File: config.mk
export PLATFORM = sky130hd
export DESIGN_NAME = sertx_core
export DESIGN_NICKNAME = d
export VERILOG_FILES = /design/src/rtl/sertx_core.sv
export SDC_FILE = /design/constraint.sdc
export NUM_CORES = 1
export LEC_CHECK = 0
export ABC_AREA = 1
export BUFFER_PORTS_ARGS = -buffer_cell sky130_fd_sc_hd__buf_2
export CORE_MARGIN = 1
export CORE_UTILIZATION = 45
export CTS_CLUSTER_SIZE = 14
export DETAILED_ROUTE_END_ITERATION = 6
export MAX_ROUTING_LAYER = met4
export PLACE_DENSITY = 0.61
export SYNTH_ARGS = -nofsm -noshare
export SYNTH_HDL_FRONTEND = slang
export SYNTH_SLANG_ARGS = --single-unit
File: constraint.sdc
create_clock -name clk -period 2.5 [get_ports clk]
set_input_delay 0.125 -clock clk [delete_from_list [all_inputs] [get_ports clk]]
set_output_delay 0.125 -clock clk [all_outputs]
set_load 0.02 [all_outputs]
File: src/rtl/sertx_core.sv
module sertx_core #(
  parameter int TICKS_PER_BIT = 16
) (
  input  logic       clk,
  input  logic       rst_n,
  input  logic       wr_en,
  input  logic [8:0] wr_data,
  output logic       tx_empty,
  input  logic       cfg_nine,
  input  logic       cfg_par_en,
  input  logic       cfg_par_odd,
  input  logic       baud_tick,
  output logic       txd
);
  localparam int TW = (TICKS_PER_BIT > 1) ? $clog2(TICKS_PER_BIT) : 1;
  localparam logic [TW-1:0] TLAST = TW'(TICKS_PER_BIT - 1);

  logic [8:0]    hold_data;
  logic          hold_full;
  logic          busy;
  logic [3:0]    idx;
  logic [TW-1:0] tcnt;
  logic [8:0]    word_q;
  logic          nine_q;
  logic [3:0]    stop_idx;
  logic          bit_end, frame_end, start_go;
  logic [8:0]    dmask, new_word;
  logic          par_bit;

  assign tx_empty  = !hold_full;
  assign stop_idx  = nine_q ? 4'd10 : 4'd9;
  assign bit_end   = busy && baud_tick && (tcnt == TLAST);
  assign frame_end = bit_end && (idx == stop_idx);
  assign start_go  = baud_tick && hold_full && (!busy || frame_end);

  always_comb begin
    case ({cfg_nine, cfg_par_en})
      2'b00:   dmask = 9'h0FF;
      2'b01:   dmask = 9'h07F;
      2'b10:   dmask = 9'h1FF;
      default: dmask = 9'h0FF;
    endcase
    par_bit  = (^(hold_data & dmask)) ^ cfg_par_odd;
    new_word = hold_data & dmask;
    if (cfg_par_en) begin
      if (cfg_nine) new_word[8] = par_bit;
      else          new_word[7] = par_bit;
    end
  end

  always_ff @(posedge clk) begin
    if (!rst_n) begin
      hold_full <= 1'b0;
      hold_data <= '0;
    end else if (start_go) begin
      hold_full <= 1'b0;
    end else if (wr_en && !hold_full) begin
      hold_full <= 1'b1;
      hold_data <= wr_data;
    end
  end

  always_ff @(posedge clk) begin
    if (!rst_n) begin
      busy   <= 1'b0;
      idx    <= '0;
      tcnt   <= '0;
      word_q <= '0;
      nine_q <= 1'b0;
    end else if (start_go) begin
      busy   <= 1'b1;
      idx    <= '0;
      tcnt   <= '0;
      word_q <= new_word;
      nine_q <= cfg_nine;
    end else if (bit_end) begin
      tcnt <= '0;
      if (frame_end) busy <= 1'b0;
      else begin
        idx <= idx + 4'd1;
        if (idx != 4'd0) word_q <= word_q >> 1;
      end
    end else if (busy && baud_tick) begin
      tcnt <= tcnt + TW'(1);
    end
  end

  always_comb begin
    if (!busy)                txd = 1'b1;
    else if (idx == 4'd0)     txd = 1'b0;
    else if (idx == stop_idx) txd = 1'b1;
    else                      txd = word_q[0];
  end

  assert_start_on_held_word_R6: assert property (@(posedge clk) disable iff (!rst_n)
    $rose(busy) |-> $past(hold_full));
  assert_start_edge_on_tick_R2: assert property (@(posedge clk) disable iff (!rst_n)
    $fell(txd) |-> $past(baud_tick));
  assert_cfg_held_in_frame_R8: assert property (@(posedge clk) disable iff (!rst_n)
    (busy && !start_go) |=> $stable(nine_q));
  assert_full_write_ignored_R7: assert property (@(posedge clk) disable iff (!rst_n)
    (wr_en && hold_full) |=> $stable(hold_data));
  assert_idle_line_high_R1: assert property (@(posedge clk) disable iff (!rst_n)
    !busy |-> txd);
  assert_index_in_range_R3: assert property (@(posedge clk) disable iff (!rst_n)
    busy |-> (idx <= stop_idx));
endmodule

# Yosys cells after proc, flatten, opt, wreduce, memory -nomap -nowiden
# Cells that the tools add are included.
[totals]
romBits = 0
output_inout_bits = 2
latch_bits = 0
inputBits = 16
ramBits = 0
n_memories = 0
register_bits = 29
[op_classes]
addsub = 2
shift = 0
n_eq_ne = 5
bitwise_logic = 5
div = 0
mux = 15
n_reduce_logical = 21
magnitude_cmp = 0
n_mul = 0
[ops]
columns = ["operator", "count"]
rows = [
  ["$mux W9", 4],
  ["$pmux W9 S2", 1],
  ["$and A9 B9 Y9", 1],
  ["$reduce_xor A9 Y1", 1],
  ["$add A4 B1 Y4 const B", 2],
  ["$mux W1", 8],
  ["$logic_and A1 B1 Y1", 6],
  ["$reduce_and A2 Y1", 3],
  ["$reduce_bool A2 Y1", 3],
  ["$eq A4 B4 Y1", 1],
  ["$eq A4 B4 Y1 const B", 1],
  ["$logic_not A4 Y1", 1],
  ["$mux W2", 2],
  ["$reduce_bool A4 Y1", 1],
  ["$not A1 Y1", 3],
  ["$reduce_and A3 Y1", 1],
  ["$reduce_or A3 Y1", 1],
  ["$eq A2 B1 Y1 const B", 1],
  ["$eq A2 B2 Y1 const B", 1],
  ["$logic_not A1 Y1", 2],
  ["$ne A2 B1 Y1 const B", 1],
  ["$reduce_or A2 Y1", 1],
  ["$logic_or A1 B1 Y1", 1],
  ["$xor A1 B1 Y1", 1],
]

# Logic depth before layout (Yosys ltp)
[logic_depth]
word_depth = 8
depth_mapped = 13
ltp_nobuf = 13

# Worst setup path after synthesis
# No wires, ideal clock.
[synth_path]
path_type = "register to register"
start = "register tcnt[0]"
end = "register tcnt[1]"
path_stages_with_launch = 10
path_buffers = 1
arrival_ns = 1.342
synth_period_minus_slack_ns = 1.460
slack_ns = 1.040
setup_ns = 0.117
cell_sequence = "dfxtp_1 -> ha_1 -> nand3_1 -> nor2_4 -> inv_2 -> o21ai_2 -> nand2_2 -> buf_6 -> nand3_1 -> a21oi_1"
[synth_between]
elab_chain_cells = 6
word_cells_on_any_way = 7
[synth_lines]
columns = ["element", "line", "rtl"]
rows = [
  ["start, declared", "22", "logic [TW-1:0] tcnt;"],
  ["start signal, assigned", "84", "tcnt <= tcnt + TW'(1);"],
  ["$eq A4 B4 Y1", "32", "assign bit_end = busy && baud_tick && (tcnt == TLAST);"],
  ["$logic_and A1 B1 Y1", "32", ""],
  ["$logic_and A1 B1 Y1", "33", "assign frame_end = bit_end && (idx == stop_idx);"],
  ["$logic_or A1 B1 Y1", "34", "assign start_go = baud_tick && hold_full && (!busy || frame_end);"],
  ["$logic_and A1 B1 Y1", "34", ""],
  ["$reduce_or A3 Y1 (no line)", "--", ""],
]
# Several ways; a longest one is shown, not always the timed one.
# A chain may end at the register's enable or synchronous reset.

# Worst setup path after layout
[layout_path]
start = "register tcnt[0]"
end = "register word_q[2]"
[layout_between]
elab_chain_cells = 7
word_cells_on_any_way = 10
[layout_lines]
columns = ["element", "line", "rtl"]
rows = [
  ["$eq A4 B4 Y1 (*)", "32", ""],
  ["$logic_and A1 B1 Y1 (*)", "32", ""],
  ["$logic_and A1 B1 Y1", "33", ""],
  ["$logic_or A1 B1 Y1", "34", ""],
  ["$logic_and A1 B1 Y1", "34", ""],
  ["$ne A2 B1 Y1 (no line) or $reduce_bool A2 Y1 (tied branches)", "--", ""],
  ["$reduce_and A3 Y1 (no line)", "--", ""],
  ["end signal, assigned", "74", "word_q <= new_word;"],
  ["end signal, assigned", "81", "if (idx != 4'd0) word_q <= word_q >> 1;"],
  ["end, declared", "23", "logic [8:0] word_q;"],
]
# Mark *: on every way between the ends. The rest lies on a longest branch, timed or not.

==> insert_results.sql <==
INSERT INTO impl_metrics (metric_group, metric, value, unit) VALUES
('place', 'hpwlAfterDp', '2281', 'µm'),
('finish', 'antenna_cells', '0', ''),
('finish', 'final_cell_count_no_fill', '274', ''),
('timing', 'timing_hold_violations_final', '0', ''),
('critical_path', 'path_max_fanout', '15', ''),
('timing', 'layout_min_cycle_time', '1718', 'ps'),
('cts', 'ctsResizeCount', '0', ''),
('timing', 'final-max-slew-violation-count', '0', ''),
('place', 'preCtsSetupSlack', '776.6', 'ps'),
('critical_path', 'critPathRequiredTime', '2750', 'ps'),
('floorplanning', 'pin_count', '18', ''),
('floorplanning', 'die_height', '58.65', 'µm'),
('cts', 'cts.repair_timing.setup_buffer_count', '0', ''),
('synth', 'ys_ff_latch', '29', ''),
('floorplanning', 'core-area', '0.003053', 'mm²'),
('place', 'cell_total_after_placement', '266', ''),
('timing', 'setup_viol', '0', ''),
('grt', 'first_global_vias', '1238', ''),
('detailed_routing', 'remaining_drc_errors', '0', ''),
('cts', 'ctsHoldBuffers', '0', ''),
('power_and_ir_drop', 'power.leakage', '0.7235', 'nW'),
('power_and_ir_drop', 'total_power', '0.0008911', 'W'),
('critical_path', 'timing.critical_path.from_type', 'flip-flop', ''),
('floorplanning', 'die_area', '0.003439', 'mm²'),
('timing', 'final.setup.worst_slack', '781.7', 'ps'),
('critical_path', 'cp.arrival', '1970', 'ps'),
('synth', 'cells_after_synthesis', '209', ''),
('critical_path', 'critical_path.endpoint_type', 'flip-flop', ''),
('synth', 'synth.cell_area', '0.001444', 'mm²'),
('synth', 'synth_simple_gate_area_frac', '0.2920', ''),
('min_path', 'hold_start', 'wr_data[0]', ''),
('cts', 'worstSkewPairLatency', '330', 'ps'),
('synth', 'yosys_warnings', '0', ''),
('cts', 'cts_made_buffers', '5', ''),
('timing', 'grt_setup_unrepaired', 'false', ''),
('synth', 'dominant_combinational_cell_family_by_area_after_synthesis', 'simple AND/OR/NAND/NOR gates', ''),
('min_path', 'hold_class', 'input port to flip-flop', ''),
('min_path', 'hold-path-endpoint', 'hold_data[0]$_SDFFE_PN0P_', ''),
('run_status', 'outcome', 'complete, no violations', ''),
('timing', 'final.setup_skew', '5.564', 'ps'),
('cts', 'root_buffer_master', 'sky130_fd_sc_hd__clkbuf_4', ''),
('cts', 'clock_tree.buffer_depth', '2', ''),
('cts', 'tritoncts', 'built', ''),
('detailed_routing', 'viasPerCell', '5.022', ''),
('critical_path', 'r2r_setup_slack', '780', 'ps'),
('grt', 'grt_antenna_before_repair', '0', ''),
('floorplanning', 'fp-row-count', '20', ''),
('synth', 'post_synth_xor_area_fraction', '0.01820', ''),
('floorplanning', 'die_x', '58.65', 'µm'),
('critical_path', 'worst-r2r-cell-count', '9', ''),
('power_and_ir_drop', 'power.density', '555.1', 'mW/mm²'),
('synth', 'postSynthAreaPerCell', '6.909', 'µm²'),
('synth', 'post_synth_mux_area_share', '0', ''),
('timing', 'worst-slew-pin-transition', '359.2', 'ps'),
('critical_path', 'crit-reg2reg-capture', 'word_q[2]$_SDFFE_PN0P_', ''),
('finish', 'post_route_cells_drive_above_1_share', '0.1609', ''),
('power_and_ir_drop', 'vdd_drop_max', '0.0002814', 'V'),
('floorplanning', 'initial_core_utilization', '0.4730', ''),
('synth', 'synth_seq_area_share', '0.4021', ''),
('detailed_routing', 'antenna_viol_nets_final', '0', ''),
('run', 'drv_cap', '0', ''),
('detailed_routing', 'route.detailed.wl_per_inst', '10.70', 'µm'),
('grt', 'grt_use_total', '0.2054', ''),
('detailed_routing', 'routed_wirelength', '2932', 'µm'),
('grt', 'grt_overflow_total', '0', ''),
('finish', 'areaGrowthSynthToFinish', '11.18', '%'),
('place', 'number_of_i_o_port_buffers', '17', ''),
('cts', 'htree_levels', '2', ''),
('synth', 'synthesis.nets', '228', ''),
('min_path', 'holdPathStages', '3', ''),
('finish', 'num-nets-final', '248', '');
[cell type report]
class,instances,area [µm²]
fillers,334,1448
repair buffers,17,85.08
flip-flops and latches,29,580.6
well taps,44,55.05
clock buffers,6,41.29
inverters,33,128.9
multi-input cells,143,704.4
clock inverters,2,10.01
[synth_stat cells]
cell / n / share of area
sky130_fd_sc_hd__o21ai_0: 11 / 0.038
sky130_fd_sc_hd__inv_1: 28 / 0.073
sky130_fd_sc_hd__clkbuf_1: 2 / 0.0052
sky130_fd_sc_hd__dfxtp_1: 29 / 0.40
sky130_fd_sc_hd__clkinv_4: 1 / 0.0061
sky130_fd_sc_hd__o21ai_2: 3 / 0.018
sky130_fd_sc_hd__nor4_1: 1 / 0.0043
sky130_fd_sc_hd__nand2_1: 58 / 0.15
sky130_fd_sc_hd__nor2_4: 1 / 0.0078
sky130_fd_sc_hd__a31oi_1: 7 / 0.030
sky130_fd_sc_hd__xor2_1: 3 / 0.018
sky130_fd_sc_hd__a21oi_1: 16 / 0.055
sky130_fd_sc_hd__nand2_2: 3 / 0.013
sky130_fd_sc_hd__o22ai_1: 1 / 0.0043
sky130_fd_sc_hd__or2_2: 1 / 0.0043
sky130_fd_sc_hd__nand3_2: 1 / 0.0069
sky130_fd_sc_hd__ha_1: 3 / 0.026
sky130_fd_sc_hd__inv_2: 3 / 0.0078
sky130_fd_sc_hd__a211oi_1: 1 / 0.0052
sky130_fd_sc_hd__clkinv_1: 1 / 0.0026
sky130_fd_sc_hd__nand3_1: 18 / 0.062
sky130_fd_sc_hd__buf_6: 2 / 0.016
sky130_fd_sc_hd__nor2_1: 13 / 0.034
sky130_fd_sc_hd__nand4_1: 2 / 0.0087
[per-stage QoR]
step,area [µm²],hold slack (ps)
after floorplan,1444,259.9
final,1605,19.60
after CTS,1605,7.700
after global placement,1554,353.2
after detailed placement,1554,360.9
after global routing,1605,13.60
[report_power, final]
part	total, W	switching, W	internal (W)
registers	0.000499	0.0000164	0.000483
clock network	0.000270	0.000163	0.000107
logic	0.000122	0.0000777	0.0000440
[sequential cells by signal, indices dropped and copies added, names as in the netlist]
name / flops
hold_full: 1
idx: 4
tcnt: 4
busy: 1
nine_q: 1
hold_data: 9
word_q: 9
[layer usage]
layer	vias to the layer above	global-route usage	part of all wire	wire length, µm
met3	5	0.06593	0.041	119
met1	631	0.2230	0.44	1292
met5	-	-	0	0
met2	29	0.3481	0.50	1472
met4	0	0.08163	0.016	46
li1	711	-	-	-
[logic make-up after synthesis]
family / count (synthesis)
buf+inv: 37
flops: 29
compound gates: 39
simple gates: 98
xor+xnor: 3
fa+ha+maj: 3
[worst max path at each step]
stage,slack [ps],cells past startpoint,end,from
after detailed placement,780,9,word_q[2]$_SDFFE_PN0P_,tcnt[0]$_SDFFE_PP0P_
final,780,9,word_q[2]$_SDFFE_PN0P_,tcnt[0]$_SDFFE_PP0P_
after global routing,580,9,word_q[5]$_SDFFE_PN0P_,tcnt[0]$_SDFFE_PP0P_
after floorplan,1040,9,tcnt[1]$_SDFFE_PP0P_,tcnt[0]$_SDFFE_PP0P_
after global placement,870,8,idx[0]$_SDFFE_PP0P_,tcnt[0]$_SDFFE_PP0P_
after CTS,760,9,word_q[2]$_SDFFE_PN0P_,tcnt[0]$_SDFFE_PP0P_
[cell usage in the layout, fill, tap and decap left out]
cell / count
sky130_fd_sc_hd__nor2_4: 1
sky130_fd_sc_hd__nand3_2: 1
sky130_fd_sc_hd__nand2_2: 3
sky130_fd_sc_hd__nor4_1: 1
sky130_fd_sc_hd__clkinv_1: 1
sky130_fd_sc_hd__or2_2: 1
sky130_fd_sc_hd__inv_2: 3
sky130_fd_sc_hd__clkbuf_1: 1
sky130_fd_sc_hd__o21ai_2: 3
sky130_fd_sc_hd__nand2_1: 58
sky130_fd_sc_hd__ha_1: 3
sky130_fd_sc_hd__clkinv_4: 1
sky130_fd_sc_hd__xor2_1: 3
sky130_fd_sc_hd__o22ai_1: 1
sky130_fd_sc_hd__a21oi_1: 16
sky130_fd_sc_hd__inv_1: 28
sky130_fd_sc_hd__a211oi_1: 1
sky130_fd_sc_hd__a31oi_1: 7
sky130_fd_sc_hd__nand3_1: 18
sky130_fd_sc_hd__nand4_1: 2
sky130_fd_sc_hd__clkinv_2: 2
sky130_fd_sc_hd__buf_2: 17
sky130_fd_sc_hd__clkbuf_4: 5
sky130_fd_sc_hd__o21ai_0: 11
sky130_fd_sc_hd__nor2_1: 13
sky130_fd_sc_hd__dfxtp_1: 29
[worst max-delay path, cell delays in order (launching register included)]
cell,delay (ps)
sky130_fd_sc_hd__dfxtp_1,390
sky130_fd_sc_hd__ha_1,180
sky130_fd_sc_hd__nand3_1,120
sky130_fd_sc_hd__nor2_4,130
sky130_fd_sc_hd__inv_2,60
sky130_fd_sc_hd__o21ai_2,160
sky130_fd_sc_hd__nand2_2,210
sky130_fd_sc_hd__clkinv_4,140
sky130_fd_sc_hd__nand2_1,70
sky130_fd_sc_hd__a31oi_1,170
No activity file was read; power rests on OpenSTA's default activity.
